--- config.mk ---
export PLATFORM = sky130hd
export DESIGN_NAME = operand_sequencer
export DESIGN_NICKNAME = d
export VERILOG_FILES = /design/src/rtl/opseq_pkg.sv /design/src/rtl/opseq_ctrl.sv /design/src/rtl/opseq_dpath.sv /design/src/rtl/operand_sequencer.sv
export SDC_FILE = /design/constraint.sdc
export NUM_CORES = 1
export LEC_CHECK = 0
export ABC_AREA = 1
export BUFFER_PORTS_ARGS = -buffer_cell sky130_fd_sc_hd__buf_2
export CORE_MARGIN = 8
export CORE_UTILIZATION = 46
export CTS_CLUSTER_SIZE = 16
export DETAILED_ROUTE_END_ITERATION = 12
export PLACE_DENSITY = 0.71
export RECOVER_POWER = 25
export REMOVE_ABC_BUFFERS = 1
export SYNTH_ARGS = -nofsm -noshare
export SYNTH_HDL_FRONTEND = slang
export SYNTH_SLANG_ARGS = --single-unit
--- constraint.sdc ---
create_clock -name clk -period 2.7 [get_ports clk]
set_input_delay 0.27 -clock clk [delete_from_list [all_inputs] [get_ports clk]]
set_output_delay 0.27 -clock clk [all_outputs]
set_load 0.005 [all_outputs]
--- src/rtl/opseq_pkg.sv ---
package opseq_pkg;

  typedef enum logic [3:0] {
    S_IDLE,
    S_EXT,
    S_PTR,
    S_INC,
    S_OPR,
    S_CMP,
    S_RES,
    S_LINK,
    S_FIN
  } st_e;

  typedef enum logic [1:0] {
    K_RMW   = 2'b00,
    K_WONLY = 2'b01,
    K_BR    = 2'b10,
    K_BRL   = 2'b11
  } kind_e;

  localparam logic [1:0] M_REG = 2'b00;
  localparam logic [1:0] M_IND = 2'b01;
  localparam logic [1:0] M_SYM = 2'b10;
  localparam logic [1:0] M_AUT = 2'b11;

endpackage

--- src/rtl/opseq_ctrl.sv ---
module opseq_ctrl
  import opseq_pkg::*;
#(
  parameter int RW = 4
) (
  input  logic          clk,
  input  logic          rst_n,
  input  logic          start,
  input  logic [1:0]    mode_i,
  input  logic [RW-1:0] reg_i,
  input  logic [1:0]    kind_i,
  input  logic          acc_done,
  input  logic          cmp_ready,
  output st_e           state,
  output logic          busy,
  output logic          done,
  output logic          fin_branch,
  output logic          br_kind
);

  st_e        nxt;
  logic [1:0] mode_q;
  kind_e      kind_q;
  logic       rzero_q;

  function automatic st_e after_ea(input kind_e k);
    case (k)
      K_RMW:   return S_OPR;
      K_WONLY: return S_CMP;
      K_BR:    return S_FIN;
      default: return S_LINK;
    endcase
  endfunction

  always_ff @(posedge clk) begin
    if (!rst_n) begin
      state   <= S_IDLE;
      mode_q  <= M_REG;
      kind_q  <= K_RMW;
      rzero_q <= 1'b0;
    end else begin
      state <= nxt;
      if (state == S_IDLE && start) begin
        mode_q  <= mode_i;
        kind_q  <= kind_e'(kind_i);
        rzero_q <= (reg_i == '0);
      end
    end
  end

  always_comb begin
    nxt = state;
    case (state)
      S_IDLE: if (start) begin
        case (mode_i)
          M_REG:   nxt = after_ea(kind_e'(kind_i));
          M_SYM:   nxt = S_EXT;
          default: nxt = S_PTR;
        endcase
      end
      S_EXT:  if (acc_done) nxt = rzero_q ? after_ea(kind_q) : S_PTR;
      S_PTR:  if (acc_done) nxt = (mode_q == M_AUT) ? S_INC : after_ea(kind_q);
      S_INC:  if (acc_done) nxt = after_ea(kind_q);
      S_OPR:  if (acc_done) nxt = S_CMP;
      S_CMP:  if (cmp_ready) nxt = S_RES;
      S_RES:  if (acc_done) nxt = S_FIN;
      S_LINK: if (acc_done) nxt = S_FIN;
      S_FIN:  nxt = S_IDLE;
      default: nxt = S_IDLE;
    endcase
  end

  assign busy       = (state != S_IDLE);
  assign done       = (state == S_FIN);
  assign fin_branch = done && kind_q[1];
  assign br_kind    = busy && kind_q[1];

endmodule

--- src/rtl/opseq_dpath.sv ---
module opseq_dpath
  import opseq_pkg::*;
#(
  parameter int DW         = 16,
  parameter int RW         = 4,
  parameter int WORD_BYTES = 2,
  parameter int LINK_IDX   = 11
) (
  input  logic          clk,
  input  logic          rst_n,
  input  st_e           state,
  input  logic          accept,
  input  logic [RW-1:0] reg_i,
  input  logic [DW-1:0] wp_i,
  input  logic [DW-1:0] pc_i,
  input  logic          acc_done,
  input  logic          cmp_ready,
  input  logic [DW-1:0] cmp_result,
  input  logic [DW-1:0] mem_rdata,
  input  logic          fin_branch,
  output logic [DW-1:0] mem_addr,
  output logic          mem_rd,
  output logic          mem_wr,
  output logic [DW-1:0] mem_wdata,
  output logic          cmp_valid,
  output logic [DW-1:0] cmp_operand,
  output logic          pc_load,
  output logic [DW-1:0] pc_value,
  output logic [DW-1:0] ea_q
);

  localparam int               SHIFT  = $clog2(WORD_BYTES);
  localparam logic [DW-1:0]    STEP   = DW'(WORD_BYTES);
  localparam logic [RW-1:0]    LINK_N = RW'(LINK_IDX);

  logic [DW-1:0] wp_q, pc_q, ext_q, ptr_q, opnd_q, res_q;
  logic [RW-1:0] idx_q;
  logic          ext_seen_q;

  // register n lives at wp + n*WORD_BYTES
  function automatic logic [DW-1:0] reg_addr(input logic [DW-1:0] wp,
                                             input logic [RW-1:0] n);
    return wp + (DW'(n) << SHIFT);
  endfunction

  function automatic logic [DW-1:0] bump(input logic [DW-1:0] v);
    return v + STEP;
  endfunction

  function automatic logic [DW-1:0] idx_ea(input logic [DW-1:0] base,
                                           input logic [DW-1:0] disp,
                                           input logic          use_disp);
    return use_disp ? base + disp : base;
  endfunction

  always_ff @(posedge clk) begin
    if (!rst_n) begin
      wp_q       <= '0;
      pc_q       <= '0;
      ext_q      <= '0;
      ptr_q      <= '0;
      opnd_q     <= '0;
      res_q      <= '0;
      idx_q      <= '0;
      ea_q       <= '0;
      ext_seen_q <= 1'b0;
    end else begin
      if (accept) begin
        wp_q       <= wp_i;
        pc_q       <= pc_i;
        idx_q      <= reg_i;
        ea_q       <= reg_addr(wp_i, reg_i);
        opnd_q     <= '0;
        ext_seen_q <= 1'b0;
      end
      if (state == S_EXT && acc_done) begin
        ext_q      <= mem_rdata;
        ea_q       <= mem_rdata;
        pc_q       <= bump(pc_q);
        ext_seen_q <= 1'b1;
      end
      if (state == S_PTR && acc_done) begin
        ptr_q <= mem_rdata;
        ea_q  <= idx_ea(mem_rdata, ext_q, ext_seen_q);
      end
      if (state == S_OPR && acc_done) opnd_q <= mem_rdata;
      if (state == S_CMP && cmp_ready) res_q <= cmp_result;
    end
  end

  always_comb begin
    mem_addr  = '0;
    mem_wdata = '0;
    mem_rd    = 1'b0;
    mem_wr    = 1'b0;
    case (state)
      S_EXT: begin
        mem_addr = pc_q;
        mem_rd   = 1'b1;
      end
      S_PTR: begin
        mem_addr = reg_addr(wp_q, idx_q);
        mem_rd   = 1'b1;
      end
      S_INC: begin
        mem_addr  = reg_addr(wp_q, idx_q);
        mem_wdata = bump(ptr_q);
        mem_wr    = 1'b1;
      end
      S_OPR: begin
        mem_addr = ea_q;
        mem_rd   = 1'b1;
      end
      S_RES: begin
        mem_addr  = ea_q;
        mem_wdata = res_q;
        mem_wr    = 1'b1;
      end
      S_LINK: begin
        mem_addr  = reg_addr(wp_q, LINK_N);
        mem_wdata = pc_q;
        mem_wr    = 1'b1;
      end
      default: ;
    endcase
  end

  assign cmp_valid   = (state == S_CMP);
  assign cmp_operand = opnd_q;

  always_comb begin
    pc_load  = 1'b0;
    pc_value = '0;
    if (state == S_EXT && acc_done) begin
      pc_load  = 1'b1;
      pc_value = bump(pc_q);
    end else if (fin_branch) begin
      pc_load  = 1'b1;
      pc_value = ea_q;
    end
  end

endmodule

--- src/rtl/operand_sequencer.sv ---
module operand_sequencer
  import opseq_pkg::*;
#(
  parameter int DW         = 16,
  parameter int RW         = 4,
  parameter int WORD_BYTES = 2,
  parameter int LINK_IDX   = 11
) (
  input  logic          clk,
  input  logic          rst_n,
  input  logic          start,
  input  logic [1:0]    mode_i,
  input  logic [RW-1:0] reg_i,
  input  logic [1:0]    kind_i,
  input  logic [DW-1:0] wp_i,
  input  logic [DW-1:0] pc_i,
  output logic          busy,
  output logic          done,
  output logic [DW-1:0] mem_addr,
  output logic          mem_rd,
  output logic          mem_wr,
  output logic [DW-1:0] mem_wdata,
  input  logic [DW-1:0] mem_rdata,
  input  logic          mem_ready,
  output logic          cmp_valid,
  output logic [DW-1:0] cmp_operand,
  input  logic [DW-1:0] cmp_result,
  input  logic          cmp_ready,
  output logic          pc_load,
  output logic [DW-1:0] pc_value
);

  st_e           state;
  logic          fin_branch;
  logic          br_kind;
  logic [DW-1:0] ea_q;

  // named events for the checker
  logic acc_done, ev_ptr_inc, ev_opr_rd, ev_res_wr, accept;
  assign acc_done   = (mem_rd || mem_wr) && mem_ready;
  assign accept     = (state == S_IDLE) && start;
  assign ev_ptr_inc = (state == S_INC) && acc_done;
  assign ev_opr_rd  = (state == S_OPR) && acc_done;
  assign ev_res_wr  = (state == S_RES) && acc_done;

  opseq_ctrl #(.RW(RW)) u_ctrl (
    .clk        (clk),
    .rst_n      (rst_n),
    .start      (start),
    .mode_i     (mode_i),
    .reg_i      (reg_i),
    .kind_i     (kind_i),
    .acc_done   (acc_done),
    .cmp_ready  (cmp_ready),
    .state      (state),
    .busy       (busy),
    .done       (done),
    .fin_branch (fin_branch),
    .br_kind    (br_kind)
  );

  opseq_dpath #(
    .DW(DW), .RW(RW), .WORD_BYTES(WORD_BYTES), .LINK_IDX(LINK_IDX)
  ) u_dpath (
    .clk         (clk),
    .rst_n       (rst_n),
    .state       (state),
    .accept      (accept),
    .reg_i       (reg_i),
    .wp_i        (wp_i),
    .pc_i        (pc_i),
    .acc_done    (acc_done),
    .cmp_ready   (cmp_ready),
    .cmp_result  (cmp_result),
    .mem_rdata   (mem_rdata),
    .fin_branch  (fin_branch),
    .mem_addr    (mem_addr),
    .mem_rd      (mem_rd),
    .mem_wr      (mem_wr),
    .mem_wdata   (mem_wdata),
    .cmp_valid   (cmp_valid),
    .cmp_operand (cmp_operand),
    .pc_load     (pc_load),
    .pc_value    (pc_value),
    .ea_q        (ea_q)
  );

endmodule

* Word-level counts from Yosys, hierarchy flattened
Cells that the tools add are included.
** Word-level totals
- Input port bits :: 77
- Logic and storage cells :: 94
- Output and inout port bits :: 70
- Register bits :: 126
** Operators by class
- Eq/ne operators :: 21
- Add/subtract/negate cells :: 6
- Reductions and logical operators :: 23
- Muxes and demuxes :: 31
** Operators by type and width (number)
- $mux W16 :: 10
- $pmux W16 S4 :: 1
- $pmux W16 S3 :: 1
- $mux W4 :: 9
- $add A16 B2 Y16 const B :: 2
- $add A16 B5 Y16 :: 2
- $pmux W4 S7 :: 1
- $pmux W4 S3 :: 2
- $add A16 B16 Y16 :: 1
- $add A16 B5 Y16 const B :: 1
- $eq A4 B3 Y1 const B :: 4
- $ne A2 B2 Y1 const B :: 5
- $eq A2 B2 Y1 const B :: 4
- $eq A4 B2 Y1 const B :: 2
- $logic_not A4 Y1 :: 2
- $pmux W4 S2 :: 1
- $logic_and A1 B1 Y1 :: 7
- $reduce_and A7 Y1 :: 1
- $logic_not A2 Y1 :: 3
- $mux W1 :: 6
- $reduce_or A2 Y1 :: 3
- $reduce_or A3 Y1 :: 2
- $eq A2 B1 Y1 const B :: 2
- $eq A4 B1 Y1 const B :: 1
- other kinds (6) :: 8

* Longest topological paths before layout
Gate-level depths: netlist of the first run.
- Word-level depth :: 8
- Mapped depth :: 17
- Mapped depth without buffers :: 16

* Cells and area by module
Synthesis of the first run repeated with hierarchy kept, for this count alone.
** Unflattened totals
- Cells, all modules :: 1362
- Area, all modules :: 8444.3 µm²
** By module, submodules not included
- opseq_dpath :: cells each 1229, seq. area each 2342.2 µm², times used 1, area each 7707.4 µm²
- opseq_ctrl :: cells each 126, seq. area each 180.2 µm², times used 1, area each 706.9 µm²
- operand_sequencer :: cells each 7, seq. area each 0.0 µm², times used 1, area each 30.0 µm²

* Worst setup path after synthesis of the first run
OpenSTA, ideal clock, no wires.
- Path type :: reg-to-output
- Start point :: register u_ctrl.state[2]
- End point :: output port mem_addr[15]
- Arrival :: 2.320 ns
- Slack :: 0.110 ns
- Cell stages (with the launch flop) :: 18
- Path buffers :: 1
- Data required time :: 2.430 ns
- Cells stage by stage :: dfxtp_1 -> inv_1 -> nor2_4 -> inv_2 -> nor2_2 -> inv_2 -> clkbuf_1 -> nand2_1 -> ha_1 -> fa_1 -> nand3_1 -> nand2_1 -> nand2_1 -> nor2_1 -> nand3_1 -> a21oi_1 -> o21ai_0 -> o211ai_1
** Between the ends
- Longest elaborated chain between the ends :: 3
- Elaborated cells between the ends (all ways) :: 9
- Classes of those cells :: eq/ne: 6; mux: 1; reduce/logical: 2
** RTL lines
- start, declared :: RTL line opseq_ctrl.sv:14 : output st_e state,
- start signal, assigned :: RTL line opseq_ctrl.sv:42 : state <= nxt;
- $eq A4 B3 Y1 / $eq A4 B2 Y1 (equally long branches) :: RTL line opseq_dpath.sv:96 : case (state)
- $reduce_or A2 Y1 (no line)
- $pmux W16 S4 (*) :: RTL line opseq_dpath.sv:96
- end, declared :: RTL line operand_sequencer.sv:19 : output logic [DW-1:0] mem_addr,
Mark *: on every way between the ends. The rest lies on a longest branch, timed or not.

* Worst setup path after layout of the first run
Same ends and word-level chain as after synthesis.

==> impl_metrics.toml, run 1 <==
[timing]
setup_ws_ps = -196
maxSlewViolCount = 0
slew_headroom_pct = 29.4
fmax_ghz = 0.345
skew_ps = 7.88
finalCritPeriodShare_pct = 107
fin_crit_ps = 2900
finalHoldViolations = 0
setup_viol = 16
worstMarginPinSlew_ps = 1060
rsz0062_at_grt = "true"

[yosys]
syn_area_um2 = 8020
synth_edf_count = 0
ys_ff_latch = 126
avgSynthCellArea_um2 = 6.50
ys_types = 41
synthesis.instances = 1234
ys_async_sr_fraction_pct = 0
ys_warn_count = 0
ys_seq_area_share_pct = 31.5
dominantRegCellSynth = "dfxtp_1"

[setup_path]
slowest_stage = "dfxtp_2"
worst-path-buf-inv = 4
worst-setup-path-type = "flip-flop to output pin"
crit_family = "simple AND/OR/NAND/NOR gates"
worst_ep_required_time_ps = 2430
start_kind = "flip-flop"
path_cells = "inv_2 -> nor2_4 -> inv_2 -> nor2_4 -> inv_2 -> nand2_2 -> ha_4 -> fa_2 -> nand3_2 -> nand2_2 -> nand2_2 -> nor2_4 -> nand3_2 -> a21oi_2 -> o21ai_1 -> o211ai_1 -> buf_2"
arrival_ps = 2630
path_max_fanout = 4
max_stage_delay_ps = 340
worstSetupEndpointType = "output pin"

[global_routing]
use_met2_pct = 40.2
grt.overflow.total = 0
grt_util_met1_pct = 34.3
grt_pass1_wl_um = 45600
first_global_vias = 8503
grt_max_degree = 71
busiest_layer = "met2"
grt.total_usage_pct = 26.2
grt_antenna_before_repair = 0
met3_usage_pct = 6.51

[finish]
final_util_pct = 57.5
final_cell_area_um2 = 9870
area_growth_pct = 23.2
n_antenna_cell = 0
finalNetCount = 1482
mostFrequentLayoutCells = "nand2_1 (264), inv_1 (155), a21oi_1 (145)"
final_common_cell = "nand2_1"
drive_gt1_share_pct = 20.0

[routing]
avgViaCountPerCell = 5.59
ant_nets = 0
wl_um = 29600
via_count = 9021
drt_iter0_drc = 868
drc = 0
routedWlPerCell_um = 18.3
dr.pass1.iters = 5

[pwr]
leakage_nw = 4.41
ir_drop_mv = 0.582
power_density_nw_per_um2 = 934

[floorplan]
initial_utilization_pct = 46.7
die_w_um = 148
die_y_um = 148
rows = 48
ioPinCount = 147
coreArea_um2 = 17200
dieArea_um2 = 21900

[placement]
placed_cell_area_um2 = 8950
post-dp-hpwl_um = 22000
gp_congestion = 0.945
portBuffers = 146

[cts]
clk_latency_ps = 430
cts_buffers = 17
cts.sink_count = 126
path_clk_slew_ps = 70
cts_tree = "built"
root_buffer = "clkbuf_16"
htreeDepth = 4
cts_max_path_buffers = 2

[job]
maxCapViolCount = 0

[run_status]
status = "finished with violations"
violations = "negative setup slack"

[min_path]
hold_class = "input pin to flip-flop"
flip-flops by register name (all words and copies together), names as in the netlist:
signal,count
u_dpath.ptr_q,16
u_dpath.cmp_operand,16
u_dpath.wp_q,16
u_ctrl.state,4
u_dpath.ea_q,16
u_ctrl.rzero_q,1
u_ctrl.kind_q,2
u_dpath.pc_q,16
u_dpath.ext_seen_q,1
u_dpath.res_q,16
u_dpath.ext_q,16
u_ctrl.mode_q,2
u_dpath.idx_q,4
metal layers:
metal  up-vias  wire (um)
met5         -          0
met4         0        867
met3        51       2740
met2       409      13200
met1      4137      12900
li1       4424          -
layout make-up:
cell class                      count  area [um2]
Clock buffer                       17         425
Fill cell                        1725        7300
Multi-Input combinational cell    885        4810
Tap cell                          225         282
Timing Repair Buffer              178         987
Clock inverter                     15         200
Inverter                          169         642
Sequential cell                   126        2530
where the power goes:
group          internal, mW  leakage, nW  switching [mW]
clock                  1.48        0.304           0.977
sequential             2.33         1.03           0.339
combinational          1.31         3.08            2.79
total                  5.12         4.41            4.10
per-stage QoR:
stage | hold slack (ps) | TNS [ps] | worst slack (ps) | power, mW | cells
after floorplan | 368 | 0 | 261 | 4.97 | 1180
after global placement | 441 | 0 | 43.5 | 6.40 | 1571
after detailed placement | 450 | -172 | -72.4 | 6.42 | 1571
after CTS | 92.6 | -1270 | -237 | 9.03 | 1610
after global routing | 108 | -6440 | -342 | 9.77 | 1615
final | 97.3 | -1450 | -196 | 9.23 | 1615
cells in the mapped netlist (8+ instances only):
cell      count  area [um2]
o21ai_1      11        55.1
nand4_1      13        81.3
a31oi_1      13        81.3
o21ai_0     108         541
o21bai_1      8        60.1
nor2_1       63         236
buf_2        18        90.1
ha_1         25         313
nand2_1     272        1020
clkbuf_1     28         105
nor3_1       13        65.1
o221ai_1     26         228
a21oi_1     152         761
nand3_1     118         591
dfxtp_1     126        2520
inv_2         9        33.8
inv_1       157         589
kinds of logic after synthesis:
family	share of synthesized area [%]
xor gates and xnor gates	1.31
and+or+nand+nor	28.0
DFF	31.5
buffers and inverters	11.2
AOI/OAI and AO/OA	23.3
adders and majority gates	4.65
worst register-to-register path: cells and delay by family (launching register included):
kind / cells / cell delay, ps
flip-flops: 1 / 340
AND/OR/NAND/NOR: 6 / 1580
AO/OA/AOI/OAI: 1 / 110
buffers and inverters: 3 / 620
final timing paths:
kind                                       start                to  slack, ps  cells after the start
worst max register to register   u_ctrl.state[3]   u_dpath.ea_q[8]        -50                     10
worst min-delay path                     wp_i[3]   u_dpath.wp_q[3]        100                      3
worst max-delay path             u_ctrl.state[2]      mem_addr[15]       -200                     17
worst min register to register  u_dpath.res_q[3]  u_dpath.res_q[3]        460                      2
what timing repair did:
item,in CTS,in global routing
endpoints found under the setup margin,13,17
resized for setup,40,30
hold buffers,0,0
pin swaps,19,23
buffers inserted,8,5
cloned,0,0
(Power assumes the default switching activity.)
==> inputs of run 2 (changes only) <==
- CELL_PAD_IN_SITES_DETAIL_PLACEMENT: default -> 0
- CELL_PAD_IN_SITES_GLOBAL_PLACEMENT: default -> 1
- CORE_UTILIZATION: 46 -> 36
- PLACE_DENSITY: 0.71 -> default
- PLACE_DENSITY_LB_ADDON: default -> 0.1
==> run 2 against run 1 <==
Effect of this change: the run still ends with negative setup slack left; highest routed layer unchanged; critical path type unchanged; hold slack improved by 22 ps; register-to-register slack worse by 50 ps; die area is 25% higher; sequential power about the same.
==> impl_metrics.toml, run 2 (synthesis results as in run 1) <==
[cts]
cts.sink_count = 126
root_buffer = "clkbuf_16"
cts_tree = "built"
cts_max_path_buffers = 2
clk_latency_ps = 420
path_clk_slew_ps = 60
htreeDepth = 4
cts_buffers = 17

[routing]
routedWlPerCell_um = 18.9
avgViaCountPerCell = 5.26
ant_nets = 0
dr.pass1.iters = 5
drc = 0
wl_um = 31700
drt_iter0_drc = 578
via_count = 8859

[global_routing]
first_global_vias = 8548
grt.overflow.total = 0
grt_pass1_wl_um = 48100
grt.total_usage_pct = 22.9
grt_antenna_before_repair = 0
grt_max_degree = 41

[pwr]
ir_drop_mv = 0.461
pwr-share-comb_pct = 45.0
p_int_mw = 5.04
leakage_nw = 4.46
p_clk_share_pct = 25.2
seqPwrFrac_pct = 29.8
power_mw = 9.06
power_density_nw_per_um2 = 902
switching_share_pct = 44.4
p_sw_mw = 4.02

[timing]
skew_ps = 13.9
worstMarginPinSlew_ps = 1010
setup_viol = 23
fmax_ghz = 0.338
whs_ps = 119
finalCritPeriodShare_pct = 110
rsz0062_at_grt = "true"
slew_headroom_pct = 32.6
maxSlewViolCount = 0
setup_ws_ps = -259
fin_setup_tns_ps = -2110
finalHoldViolations = 0
fin_crit_ps = 2960

[placement]
gp_congestion = 0.913
portBuffers = 146
post-dp-hpwl_um = 24000
place_inst = 1636

[setup_path]
crit_family = "simple AND/OR/NAND/NOR gates"
slowest_stage = "dfxtp_2"
path_cells = "inv_2 -> nor2_4 -> inv_2 -> nor2_4 -> buf_4 -> nor2_1 -> ha_4 -> nand3_2 -> nand2_2 -> nand2_2 -> nor2_4 -> buf_6 -> nand3_4 -> a21oi_2 -> o21ai_1 -> o211ai_1 -> buf_2"
path_max_fanout = 4
worstSetupEndpointType = "output pin"
arrival_ps = 2690
start_kind = "flip-flop"
worst-path-buf-inv = 5
worst_ep_required_time_ps = 2430
worst-setup-path-type = "flip-flop to output pin"
max_stage_delay_ps = 330
crit_top_cell = "nor2_4"

[finish]
mostFrequentLayoutCells = "nand2_1 (267), inv_1 (154), a21oi_1 (147)"
area_growth_pct = 25.3
final_cells = 1683
n_antenna_cell = 0
finalNetCount = 1498
drive_gt1_share_pct = 21.0
final_util_pct = 46.0
final_common_cell = "nand2_1"

[floorplan]
die_y_um = 165
coreArea_um2 = 21800
rows = 54
initial_utilization_pct = 36.7
dieArea_um2 = 27300
ioPinCount = 147
die_w_um = 165

[run_status]
status = "finished with violations"
violations = "negative setup slack"

[min_path]
hold_class = "input pin to flip-flop"

[job]
maxCapViolCount = 0
run 2: cell types whose count changed in the layout (fill, tap and decap cells not counted), sizes merged:
cell	previous run	this run
clkinv	6	5
inv	174	168
buf	165	174
clkbuf	30	42
bufinv	3	2
run 2: power by group through the flow:
| stage | registers (mW) | clock network, mW | logic (mW) |
|---|---|---|---|
| 2_1_floorplan | 2.62 | 0 | 2.35 |
| 3_3_place_gp | 2.70 | 0 | 3.85 |
| 3_5_place_dp | 2.70 | 0 | 3.86 |
| 4_1_cts | 2.67 | 2.32 | 4.02 |
| 5_1_grt | 2.74 | 2.40 | 4.50 |
| 6_report | 2.70 | 2.29 | 4.08 |
run 2: worst min-delay path, delay by kind of cell:
kind,cells,cell delay (ps)
AND/OR/NAND/NOR,1,60
buffers and inverters,1,110
AO/OA/AOI/OAI,1,50
run 2: final cells by class:
| class | instances | area (um2) |
|---|---|---|
| multi-input cells | 885 | 4880 |
| well taps | 280 | 350 |
| clock inverters | 7 | 87.6 |
| fillers | 2339 | 11800 |
| clock buffers | 22 | 484 |
| repair buffers | 194 | 1070 |
| flip-flops and latches | 126 | 2520 |
| inverters | 169 | 644 |
run 2: worst paths after layout:
check                     endpoint        startpoint  slack [ps]  cells after the start
setup / recovery      mem_addr[15]   u_ctrl.state[2]        -260                     17
hold / removal     u_dpath.wp_q[3]           wp_i[3]         120                      3
setup reg to reg   u_dpath.ea_q[4]   u_ctrl.state[1]        -100                     10
hold reg to reg   u_dpath.res_q[9]  u_dpath.res_q[9]         470                      2
run 2: what timing repair did:
item,in CTS,in global routing
endpoints found under the setup margin,13,30
hold buffers,0,0
buffers inserted,16,6
pin swaps,12,18
resized for setup,45,34
run 2: through the flow:
step | area (um2) | worst slack [ps]
2_1_floorplan | 7760 | 261
3_3_place_gp | 9080 | 14.2
3_5_place_dp | 9080 | -52.3
4_1_cts | 9960 | -261
5_1_grt | 10000 | -383
6_report | 10000 | -259
run 2: routing by layer:
layer | global-route usage [%] | up-vias | wire, um
met2 | 37.2 | 286 | 14500
met5 | 0 | - | 0
met3 | 4.19 | 30 | 2110
met4 | 7.37 | 0 | 614
met1 | 30.1 | 4081 | 14500
li1 | - | 4462 | -
